## src/rtl/mwt_pkg.sv

```systemverilog
package mwt_pkg;

  localparam int REG_W = 32;
  localparam int OFF_W = 24;

  typedef enum logic [1:0] {
    SEL_BASE = 2'd0,
    SEL_MASK = 2'd1,
    SEL_OFFS = 2'd2,
    SEL_CTRL = 2'd3
  } reg_sel_e;

  typedef struct packed {
    logic [28:0]      base;
    logic [28:0]      mask;
    logic             en;
    logic [OFF_W-1:0] off;
    logic [7:0]       dest_hi;
    logic [7:0]       dest;
    logic [7:0]       hops;
    logic [1:0]       prio;
  } win_cfg_t;

  localparam win_cfg_t CFG_RST = '{
    base: '0, mask: '0, en: 1'b0, off: '0,
    dest_hi: '0, dest: '0, hops: 8'hFF, prio: '0
  };

  // Illegal priority code 3 falls back to 2.
  function automatic logic [1:0] clamp_prio(input logic [1:0] p);
    return (p == 2'b11) ? 2'b10 : p;
  endfunction

  // Enabled window whose masked base equals the masked upper address.
  function automatic logic window_hit(input win_cfg_t c, input logic [28:0] a_hi);
    return c.en && (((a_hi ^ c.base) & c.mask) == 29'd0);
  endfunction

  // Offset plus unmasked address bits, 24-bit wrap, doubleword aligned.
  function automatic logic [OFF_W-1:0] xlate_offset(input logic [OFF_W-1:0] off,
                                                    input logic [28:0] mask,
                                                    input logic [REG_W-1:0] addr);
    logic [REG_W-1:0] keep;
    logic [OFF_W-1:0] sum;
    keep = addr & ~{mask, 3'b000};
    sum  = off + keep[OFF_W-1:0];
    return {sum[OFF_W-1:3], 3'b000};
  endfunction

  function automatic logic [REG_W-1:0] cfg_read(input win_cfg_t c, input reg_sel_e s);
    case (s)
      SEL_BASE: return {c.base, 3'b000};
      SEL_MASK: return {c.mask, c.en, 2'b00};
      SEL_OFFS: return {8'h00, c.off};
      default:  return {c.dest_hi, c.dest, c.hops, c.prio, 6'h00};
    endcase
  endfunction

endpackage

```

## src/rtl/mwt_regbank.sv

```systemverilog
module mwt_regbank
  import mwt_pkg::*;
#(
  parameter int NUM_WIN = 16,
  parameter bit WIDE_ID = 1'b0,
  parameter int IDX_W   = $clog2(NUM_WIN),
  parameter int RA_W    = IDX_W + 4
) (
  input  logic                      clk,
  input  logic                      rst_n,
  input  logic                      wr_en,
  input  logic [RA_W-1:0]           addr,
  input  logic [REG_W-1:0]          wdata,
  output logic [REG_W-1:0]          rdata,
  output win_cfg_t [NUM_WIN-1:0]    cfg
);

  logic [IDX_W-1:0]   acc_idx;
  reg_sel_e           acc_sel;
  logic [NUM_WIN-1:0] wr_hit;
  logic               unused_addr;

  assign acc_idx     = addr[RA_W-1:4];
  assign acc_sel     = reg_sel_e'(addr[3:2]);
  assign unused_addr = ^addr[1:0];

  for (genvar w = 0; w < NUM_WIN; w++) begin : g_win
    win_cfg_t r;

    assign wr_hit[w] = wr_en && (acc_idx == IDX_W'(w));
    assign cfg[w]    = r;

    always_ff @(posedge clk or negedge rst_n) begin
      if (!rst_n) begin
        r <= CFG_RST;
      end else if (wr_hit[w]) begin
        case (acc_sel)
          SEL_BASE: r.base <= wdata[31:3];
          SEL_MASK: begin
            r.mask <= wdata[31:3];
            r.en   <= wdata[2];
          end
          SEL_OFFS: r.off <= wdata[OFF_W-1:0];
          default: begin
            r.dest_hi <= WIDE_ID ? wdata[31:24] : 8'h00;
            r.dest    <= wdata[23:16];
            r.hops    <= wdata[15:8];
            r.prio    <= clamp_prio(wdata[7:6]);
          end
        endcase
      end
    end
  end

  always_comb begin
    rdata = '0;
    if (int'(acc_idx) < NUM_WIN) rdata = cfg_read(cfg[acc_idx], acc_sel);
  end

endmodule

```

## src/rtl/mwt_match.sv

```systemverilog
module mwt_match
  import mwt_pkg::*;
#(
  parameter int NUM_WIN = 16,
  parameter int IDX_W   = $clog2(NUM_WIN)
) (
  input  logic [28:0]               addr_hi,
  input  win_cfg_t [NUM_WIN-1:0]    cfg,
  output logic [NUM_WIN-1:0]        hit_vec,
  output logic                      any_hit,
  output logic [IDX_W-1:0]          win_idx
);

  for (genvar w = 0; w < NUM_WIN; w++) begin : g_cmp
    assign hit_vec[w] = window_hit(cfg[w], addr_hi);
  end

  assign any_hit = |hit_vec;

  // Lowest index wins: scan downward so the last assignment is the lowest.
  always_comb begin
    win_idx = '0;
    for (int i = NUM_WIN - 1; i >= 0; i--) begin
      if (hit_vec[i]) win_idx = IDX_W'(i);
    end
  end

endmodule

```

## src/rtl/mwt_respond.sv

```systemverilog
module mwt_respond
  import mwt_pkg::*;
#(
  parameter int IDX_W = 4
) (
  input  logic             clk,
  input  logic             rst_n,
  input  logic             req,
  input  logic [REG_W-1:0] addr,
  input  logic             any_hit,
  input  logic [IDX_W-1:0] win_idx,
  input  win_cfg_t         sel_cfg,
  output logic             valid,
  output logic             miss,
  output logic [IDX_W-1:0] win,
  output logic [OFF_W-1:0] offset,
  output logic [15:0]      dest,
  output logic [7:0]       hops,
  output logic [1:0]       prio
);

  logic take;
  logic unused_cfg;

  assign take       = req && any_hit;
  assign unused_cfg = ^{sel_cfg.base, sel_cfg.en};

  always_ff @(posedge clk or negedge rst_n) begin
    if (!rst_n) begin
      valid  <= 1'b0;
      miss   <= 1'b0;
      win    <= '0;
      offset <= '0;
      dest   <= '0;
      hops   <= '0;
      prio   <= '0;
    end else begin
      valid <= req;
      miss  <= req && !any_hit;
      if (take) begin
        win    <= win_idx;
        offset <= xlate_offset(sel_cfg.off, sel_cfg.mask, addr);
        dest   <= {sel_cfg.dest_hi, sel_cfg.dest};
        hops   <= sel_cfg.hops;
        prio   <= sel_cfg.prio;
      end else begin
        win    <= '0;
        offset <= '0;
        dest   <= '0;
        hops   <= '0;
        prio   <= '0;
      end
    end
  end

endmodule

```

## src/rtl/mwt_translator.sv

```systemverilog
module mwt_translator
  import mwt_pkg::*;
#(
  parameter int NUM_WIN = 16,
  parameter bit WIDE_ID = 1'b0,
  localparam int IDX_W  = $clog2(NUM_WIN),
  localparam int RA_W   = IDX_W + 4
) (
  input  logic             clk,
  input  logic             rst_n,
  input  logic             reg_wr,
  input  logic [RA_W-1:0]  reg_addr,
  input  logic [31:0]      reg_wdata,
  output logic [31:0]      reg_rdata,
  input  logic             lk_req,
  input  logic [31:0]      lk_addr,
  output logic             rsp_valid,
  output logic             rsp_miss,
  output logic [IDX_W-1:0] rsp_win,
  output logic [23:0]      rsp_offset,
  output logic [15:0]      rsp_dest,
  output logic [7:0]       rsp_hops,
  output logic [1:0]       rsp_prio
);

  win_cfg_t [NUM_WIN-1:0] cfg;
  logic [NUM_WIN-1:0]     match_vec;
  logic                   any_hit;
  logic [IDX_W-1:0]       sel_idx;
  win_cfg_t               sel_cfg;

  mwt_regbank #(.NUM_WIN(NUM_WIN), .WIDE_ID(WIDE_ID), .IDX_W(IDX_W), .RA_W(RA_W)) u_regs (
    .clk   (clk),
    .rst_n (rst_n),
    .wr_en (reg_wr),
    .addr  (reg_addr),
    .wdata (reg_wdata),
    .rdata (reg_rdata),
    .cfg   (cfg)
  );

  mwt_match #(.NUM_WIN(NUM_WIN), .IDX_W(IDX_W)) u_match (
    .addr_hi (lk_addr[31:3]),
    .cfg     (cfg),
    .hit_vec (match_vec),
    .any_hit (any_hit),
    .win_idx (sel_idx)
  );

  assign sel_cfg = cfg[sel_idx];

  mwt_respond #(.IDX_W(IDX_W)) u_rsp (
    .clk     (clk),
    .rst_n   (rst_n),
    .req     (lk_req),
    .addr    (lk_addr),
    .any_hit (any_hit),
    .win_idx (sel_idx),
    .sel_cfg (sel_cfg),
    .valid   (rsp_valid),
    .miss    (rsp_miss),
    .win     (rsp_win),
    .offset  (rsp_offset),
    .dest    (rsp_dest),
    .hops    (rsp_hops),
    .prio    (rsp_prio)
  );

endmodule

```

## config.mk

```make
export PLATFORM = sky130hd
export DESIGN_NAME = mwt_translator
export DESIGN_NICKNAME = d
export VERILOG_FILES = /design/src/rtl/mwt_pkg.sv /design/src/rtl/mwt_regbank.sv /design/src/rtl/mwt_match.sv /design/src/rtl/mwt_respond.sv /design/src/rtl/mwt_translator.sv
export SDC_FILE = /design/constraint.sdc
export NUM_CORES = 2
export LEC_CHECK = 0
export BUFFER_PORTS_ARGS = -buffer_cell sky130_fd_sc_hd__buf_2
export CORE_MARGIN = 2
export CORE_UTILIZATION = 50
export CTS_BUF_LIST = sky130_fd_sc_hd__clkbuf_8
export DETAILED_ROUTE_END_ITERATION = 12
export PLACE_DENSITY = 0.66
export SLEW_MARGIN = 20
export SYNTH_ARGS = -nofsm -noshare
export SYNTH_HDL_FRONTEND = slang
export SYNTH_SLANG_ARGS = --single-unit
export TNS_END_PERCENT = 1
```

## constraint.sdc

```tcl
create_clock -name clk -period 16.1 [get_ports clk]
set_input_delay 3.22 -clock clk [delete_from_list [all_inputs] [get_ports clk]]
set_output_delay 3.22 -clock clk [all_outputs]
set_load 0.05 [all_outputs]
```

## Yosys cells after proc, flatten, opt, wreduce, memory -nomap -nowiden

Cells that the tools add are included.
W data, S select, Z words.

| storage, ports and cells | value |
|---|---|
| register bits | 1672 |
| input port bits | 76 |
| output and inout port bits | 88 |

| cells by class | value |
|---|---|
| add/sub/neg operators | 1 |
| order comparisons | 2 |
| equal/unequal tests | 18 |
| mux-type cells | 27 |
| bitwise gates (word level) | 35 |
| reduce and logical (&&, ||, !) cells | 119 |

Operators by type and width:

| cell | number |
|---|---|
| $bmux W109 S4 | 2 |
| $and A29 B29 Y29 | 16 |
| $logic_not A29 Y1 | 16 |
| $xor A29 B29 Y29 | 16 |
| $reduce_and A2 Y1 | 64 |
| $mux W109 | 1 |
| $pmux W32 S3 | 1 |
| $mux W72 | 1 |
| $mux W4 | 17 |
| $logic_and A1 B1 Y1 | 34 |
| $eq A4 B4 Y1 const B | 8 |
| $add A24 B24 Y24 | 1 |
| $and A24 B24 Y24 | 1 |
| $mux W24 | 1 |
| $not A24 Y24 | 1 |
| $eq A4 B3 Y1 const B | 4 |
| $mux W16 | 1 |
| $reduce_or A16 Y1 | 1 |
| $lt A4 B5 Y1 const B | 2 |
| $eq A4 B2 Y1 const B | 2 |
| $mux W8 | 1 |
| $eq A2 B2 Y1 const B | 2 |
| $eq A4 B1 Y1 const B | 1 |
| $logic_not A4 Y1 | 1 |
| other kinds (6) | 7 |

## Logic depth before layout (Yosys ltp)

| logic depth | value |
|---|---|
| depth in word-level cells | 26 |
| depth in mapped cells | 31 |
| mapped depth without buffers | 26 |

## Modules after synthesis

Synthesis repeated with hierarchy kept, for this count alone.

| unflattened totals | value |
|---|---|
| cell total of the unflattened synthesis | 6785 |
| area, all modules | 96834.1 um^2 |

Modules (own cells, without submodules):

| module | instances | cells an instance | area each (um^2) |
|---|---|---|---|
| mwt_regbank | 1 | 4673 | 73914.6 |
| mwt_translator | 1 | 911 | 12789.8 |
| mwt_match | 1 | 881 | 7080.5 |
| mwt_respond | 1 | 320 | 3049.2 |

## Least setup slack after synthesis

Ideal clock, no wire load.

| path | value |
|---|---|
| path type | input to output |
| from | input port reg_addr[4] |
| to | output port reg_rdata[4] |
| data arrival time | 6517 ps |
| data required time | 12880 ps |
| setup slack | 6363 ps |
| cell stages on the path | 8 |
| path buffers | 4 |
| cells stage by stage | clkbuf_1 > clkbuf_1 > buf_1 > buf_1 > mux4_2 > mux4_2 > mux2i_1 > o21ai_0 |

| between the ends | value |
|---|---|
| longest elaborated chain between the ends | 3 |

Ends and longest elaborated chain:

| what | line | RTL |
|---|---|---|
| start, declared | mwt_translator.sv:12 | `input logic [RA_W-1:0] reg_addr,` |
| $bmux W109 S4 | mwt_regbank.sv:57 | `if (int'(acc_idx) < NUM_WIN) rdata = cfg_read(cfg[acc_idx], acc_sel);` |
| $mux W109 (implied by the code) | mwt_regbank.sv:57 |  |
| $pmux W32 S3 | mwt_pkg.sv:51 | `case (s)` |
| end, declared | mwt_translator.sv:14 | `output logic [31:0] reg_rdata,` |

No other way between the ends. The select of a mux whose other input is x is not followed.

## Worst setup path in the final report

| path | value |
|---|---|
| from | input port lk_addr[14] |
| to | register u_rsp.offset[23] |

| between the ends | value |
|---|---|
| longest elaborated chain between the ends | 26 |

Ends and longest elaborated chain:

| what | line | RTL |
|---|---|---|
| start, declared | mwt_translator.sv:16 | `input logic [31:0] lk_addr,` |
| $xor A29 B29 Y29 | mwt_pkg.sv:36 | `return c.en && (((a_hi ^ c.base) & c.mask) == 29'd0);` |
| $and A29 B29 Y29 | mwt_pkg.sv:36 |  |
| $logic_not A29 Y1 | mwt_pkg.sv:36 |  |
| $logic_and A1 B1 Y1 | mwt_pkg.sv:36 |  |
| $mux W4 (16 in a row) | mwt_match.sv:24 | `if (hit_vec[i]) win_idx = IDX_W'(i);` |
| $bmux W109 S4 | mwt_translator.sv:50 | `assign sel_cfg = cfg[sel_idx];` |
| $mux W72 (implied by the code) | mwt_translator.sv:50 |  |
| $not A24 Y24 | mwt_pkg.sv:45 | `keep = addr & ~{mask, 3'b000};` |
| $and A24 B24 Y24 | mwt_pkg.sv:45 |  |
| $add A24 B24 Y24 | mwt_pkg.sv:46 | `sum = off + keep[OFF_W-1:0];` |
| $mux W24 * | mwt_respond.sv:40 | `if (take) begin` |
| end signal, assigned | mwt_respond.sv:42 | `offset <= xlate_offset(sel_cfg.off, sel_cfg.mask, addr);` |
| end, declared | mwt_respond.sv:16 | `output logic [OFF_W-1:0] offset,` |

Mark *: on every way between the ends. The rest lies on a longest branch, timed or not. The select of a mux whose other input is x is not followed.
A chain may end at the register's enable or synchronous reset.

==> impl.org <==
** Status
- The run finished with clean final reports.

** Detailed routing
- The detail route stage leaves a number of antenna-violating nets equal to 0.
- WL per Instance :: 38.3 um
- Dividing the detail-routed via count by the number of cells gives 6.88.
- The first routing iteration left 8162 violations.
- Detailed Route WL :: 369000 um
- DRC violation count after routing :: 0
- The routed layout has 66300 vias.
- Pre-Repair DR Iteration Count :: 6

** STA
- The final-report max-slew violation count came to 0.
- Worst slew pin tran :: 1.31 ns
- Maximum frequency from static timing analysis :: 0.0868 GHz
- For the final routed database, the setup TNS stands at 0 ns.
- Final count of hold timing violations :: 0
- Final clock skew :: 0.0669 ns
- Setup-failing EPs final :: 0
- Max_slew headroom :: 11.5%
- Setup repair after global routing left no endpoint under its margin.
- Share of the clock period used by the worst path :: 71.5%
- Minimum clock period :: 11.52 ns

** Yosys
- Proportion of synthesized flip-flops having asynchronous set or reset :: 100%
- The most common cell in the synthesized netlist is sky130_fd_sc_hd__mux2_2.
- Among all flip-flop cells after synthesis, the most frequent one is sky130_fd_sc_hd__dfrtp_1.
- Largest area contributor in the netlist :: sky130_fd_sc_hd__dfrtp_1
- Register bit total from synthesis :: 1661
- The synthesized design contains 0 enable-type register cells.
- Number of distinct library cells after synthesis :: 69
- Share of Yosys cell area claimed by the top area cell type :: 41.2%
- In this run the mean area of a mapped cell was 13.3 um2.
- Commonest cells in the synthesized netlist :: 1783 x sky130_fd_sc_hd__mux2_2, 1533 x sky130_fd_sc_hd__dfrtp_1, 523 x sky130_fd_sc_hd__mux4_2
- In the post-synthesis netlist, the biggest area contributors are sky130_fd_sc_hd__dfrtp_1 41%, sky130_fd_sc_hd__mux2_2 22%, sky130_fd_sc_hd__mux4_2 13%, sky130_fd_sc_hd__xor2_1 4.4%, sky130_fd_sc_hd__dfstp_2 3.6%.
- The Yosys step of the flow raised 0 warnings.
- In this run the cell area of the synthesized design comes to 0.0931 mm2.
- Sequential area share after synthesis :: 44.8%
- Synthesis handed over a netlist of 6977 instances.

** Cells and area
- Fill cells in the final layout number 15500.
- Area taken by multi-input logic gates :: 0.0489 mm2
- Post-layout nets :: 7026
- The post-route netlist has 45.5% of its cells at a drive strength greater than 1.
- Final non-filler cell area :: 0.102 mm2
- Register cell area after layout :: 0.0417 mm2
- Area delta synth->final :: 9.43%

** Global route
- The first global-routing pass estimated 515000 um of wire.
- The number of global-route vias before repair came to 64800.
- Global Route Usage Sum :: 38.5%
- Global-route congestion overflow total :: 0
- The initial antenna violation count came to 33.
- Entering global routing, the biggest net connects 188 pins.

** Clock tree
- Clock Pin Slew Worst Setup and Hold Paths :: 0.07 ns
- Clock latency on the worst-skew pair :: 1.10 ns
- Hold Buf Count CTS :: 0
- No sink is reached through more buffers than the 4 on the longest clock path.
- In this run, post-CTS repair resized a total of 0 instances.
- TritonCTS built the clock tree.
- In this run the number of H-tree levels came out at 5.
- Buffers added to address setup during post-CTS repair amount to 0.
- The number of clock buffers added by TritonCTS is 312.
- Clock sinks :: 1661
- In this run the clock root is driven by a sky130_fd_sc_hd__clkbuf_8.

** Floorplan
- In this run the vertical extent of the chip is 436 um.
- Starting density of the core :: 50.3%
- Io pins :: 164
- The floorplan step defined a die boundary enclosing 0.190 mm2.
- The die is 436 um wide.
- The core region is 0.185 mm2.
- In this run the core area contains 158 standard-cell rows.

** Power and ir drop
- Cell internal power was estimated by the tool at 8710 uW.
- Net switching component of the power :: 5330 uW
- Relative contribution of sequential cells to total power :: 38.4%
- IR analysis of the VDD net gives a maximum drop of 0.000124 V.
- Share of total power consumed by net switching :: 38.0%
- Power density over cell area :: 138 mW/mm2
- Clock network fraction of design power :: 29.1%
- Leakage component of the power :: 0.0468 uW
- Per report_power, the combinational group accounts for 32.5% of the total.

** Setup path
- The worst setup path is captured at a flop.
- On the worst path, the slowest cell contributes a delay of 1.21 ns.
- Highest-delay cell along the critical path :: sky130_fd_sc_hd__nor4_1
- The worst setup path is launched from a primary input.
- Endpoint required time on the critical path :: 17.08 ns
- The critical path in this run is classified as in2reg.
- Largest fanout on the critical path :: 65
- At the worst endpoint, the arrival time is 12.50 ns.

** Placement
- Once placement finished, the instance area stood at 0.0958 mm2.
- After legalization and detailed placement, the total HPWL measured 247000 um.
- Routability-driven placement finished with a final weighted congestion of 1.08.
- Port-buffer cells :: 150

** Hold path
- Hold Path Class :: reg2reg

** Job
- Number of max-cap violations :: 0
==> placed cells by master, fill, tap and decap left out, types with 126 or more instances in the layout <==
cell and n:
sky130_fd_sc_hd__mux2_2 1783, sky130_fd_sc_hd__nor2_1 224, sky130_fd_sc_hd__a211oi_1 280, sky130_fd_sc_hd__mux2i_1 261, sky130_fd_sc_hd__a22oi_1 322, sky130_fd_sc_hd__buf_2 144
sky130_fd_sc_hd__dfrtp_1 1533, sky130_fd_sc_hd__dfstp_2 128, sky130_fd_sc_hd__mux4_2 523, sky130_fd_sc_hd__inv_1 126, sky130_fd_sc_hd__a21oi_1 246, sky130_fd_sc_hd__buf_4 138
sky130_fd_sc_hd__clkbuf_8 377, sky130_fd_sc_hd__xor2_1 473
==> through the flow <==
stage / power (uW) / worst slack [ns] / cells / util (%) / hold slack (ns)
floorplan: 8170 / 6.36 / 6987 / - / 0.459
global placement: 9790 / 3.74 / 9092 / 51.7 / 0.490
detailed placement: 9870 / 3.68 / 9092 / 51.7 / 0.503
CTS: 13900 / 4.78 / 9622 / 55.0 / 0.518
global route: 14500 / 4.72 / 9631 / 55.0 / 0.537
finish: 14000 / 4.58 / 9638 / 55.0 / 0.509
==> registers in the layout, summed over array words and instances (netlist names) <==
register / cells
u_regs.cfg: 1616
u_rsp.offset: 21
u_rsp.dest: 8
u_rsp.hops: 8
u_rsp.win: 4
u_rsp.prio: 2
u_rsp.miss: 1
u_rsp.valid: 1
==> worst max-delay path, delay by kind of cell <==
kind,cells,cell delay (ns)
AO/OA/AOI/OAI,16,3.88
XOR/XNOR,2,0.21
adder cells (fa/ha/maj),1,0.45
buffers and inverters,3,0.77
multiplexers,1,0.36
AND/OR/NAND/NOR,6,3.42
==> logic make-up after synthesis <==
family                     count (synthesis)  share of synthesized area [%]
DFF                                     1661                           44.8
xor gates and xnor gates                 477                           4.49
muxes                                   2567                           37.0
other                                      1                        0.00403
adders and majority gates                 22                          0.296
buffers and inverters                    691                           3.14
and+or+nand+nor                          635                           3.37
AOI/OAI and AO/OA                        923                           6.86
==> routing by layer <==
layer  track usage (%)  share of wire, %  wire length (um)
met5                 0             0.044               161
met1              50.9                39            143000
met2              56.2                44            161000
met4              24.8               7.7             28600
met3              10.1               9.9             36700
==> worst paths after layout <==
kind,from,end,slack [ns],cells after the start
max in group asynchronous,rst_n,u_regs.cfg[910],10.66,4
worst min-delay path,u_regs.cfg[109],u_regs.cfg[109],0.51,2
min in group asynchronous,rst_n,u_regs.cfg[1389],2.19,1
worst max register to register,u_regs.cfg[1300],u_rsp.offset[23],6.84,27
worst min register to register,u_regs.cfg[109],u_regs.cfg[109],0.51,2
worst max-delay path,lk_addr[14],u_rsp.offset[23],4.58,29
==> final cells by class <==
cell class	instances	area share [%]
tap	2480	3.05
clock inverter	153	0.764
inverter	15	0.0553
sequential	1661	40.9
clock buffer	377	5.09
antenna	14	0.0344
timing repair buffer	303	2.10
multi-input combinational	4635	48.0
==> power groups by stage <==
stage,Sequential [uW],Combinational [uW],Clock [uW]
global route,5450,4750,4290
global placement,5400,4390,0
CTS,5370,4460,4100
floorplan,5310,2860,0
detailed placement,5440,4430,0
finish,5400,4570,4080
(Power assumes the default switching activity.)
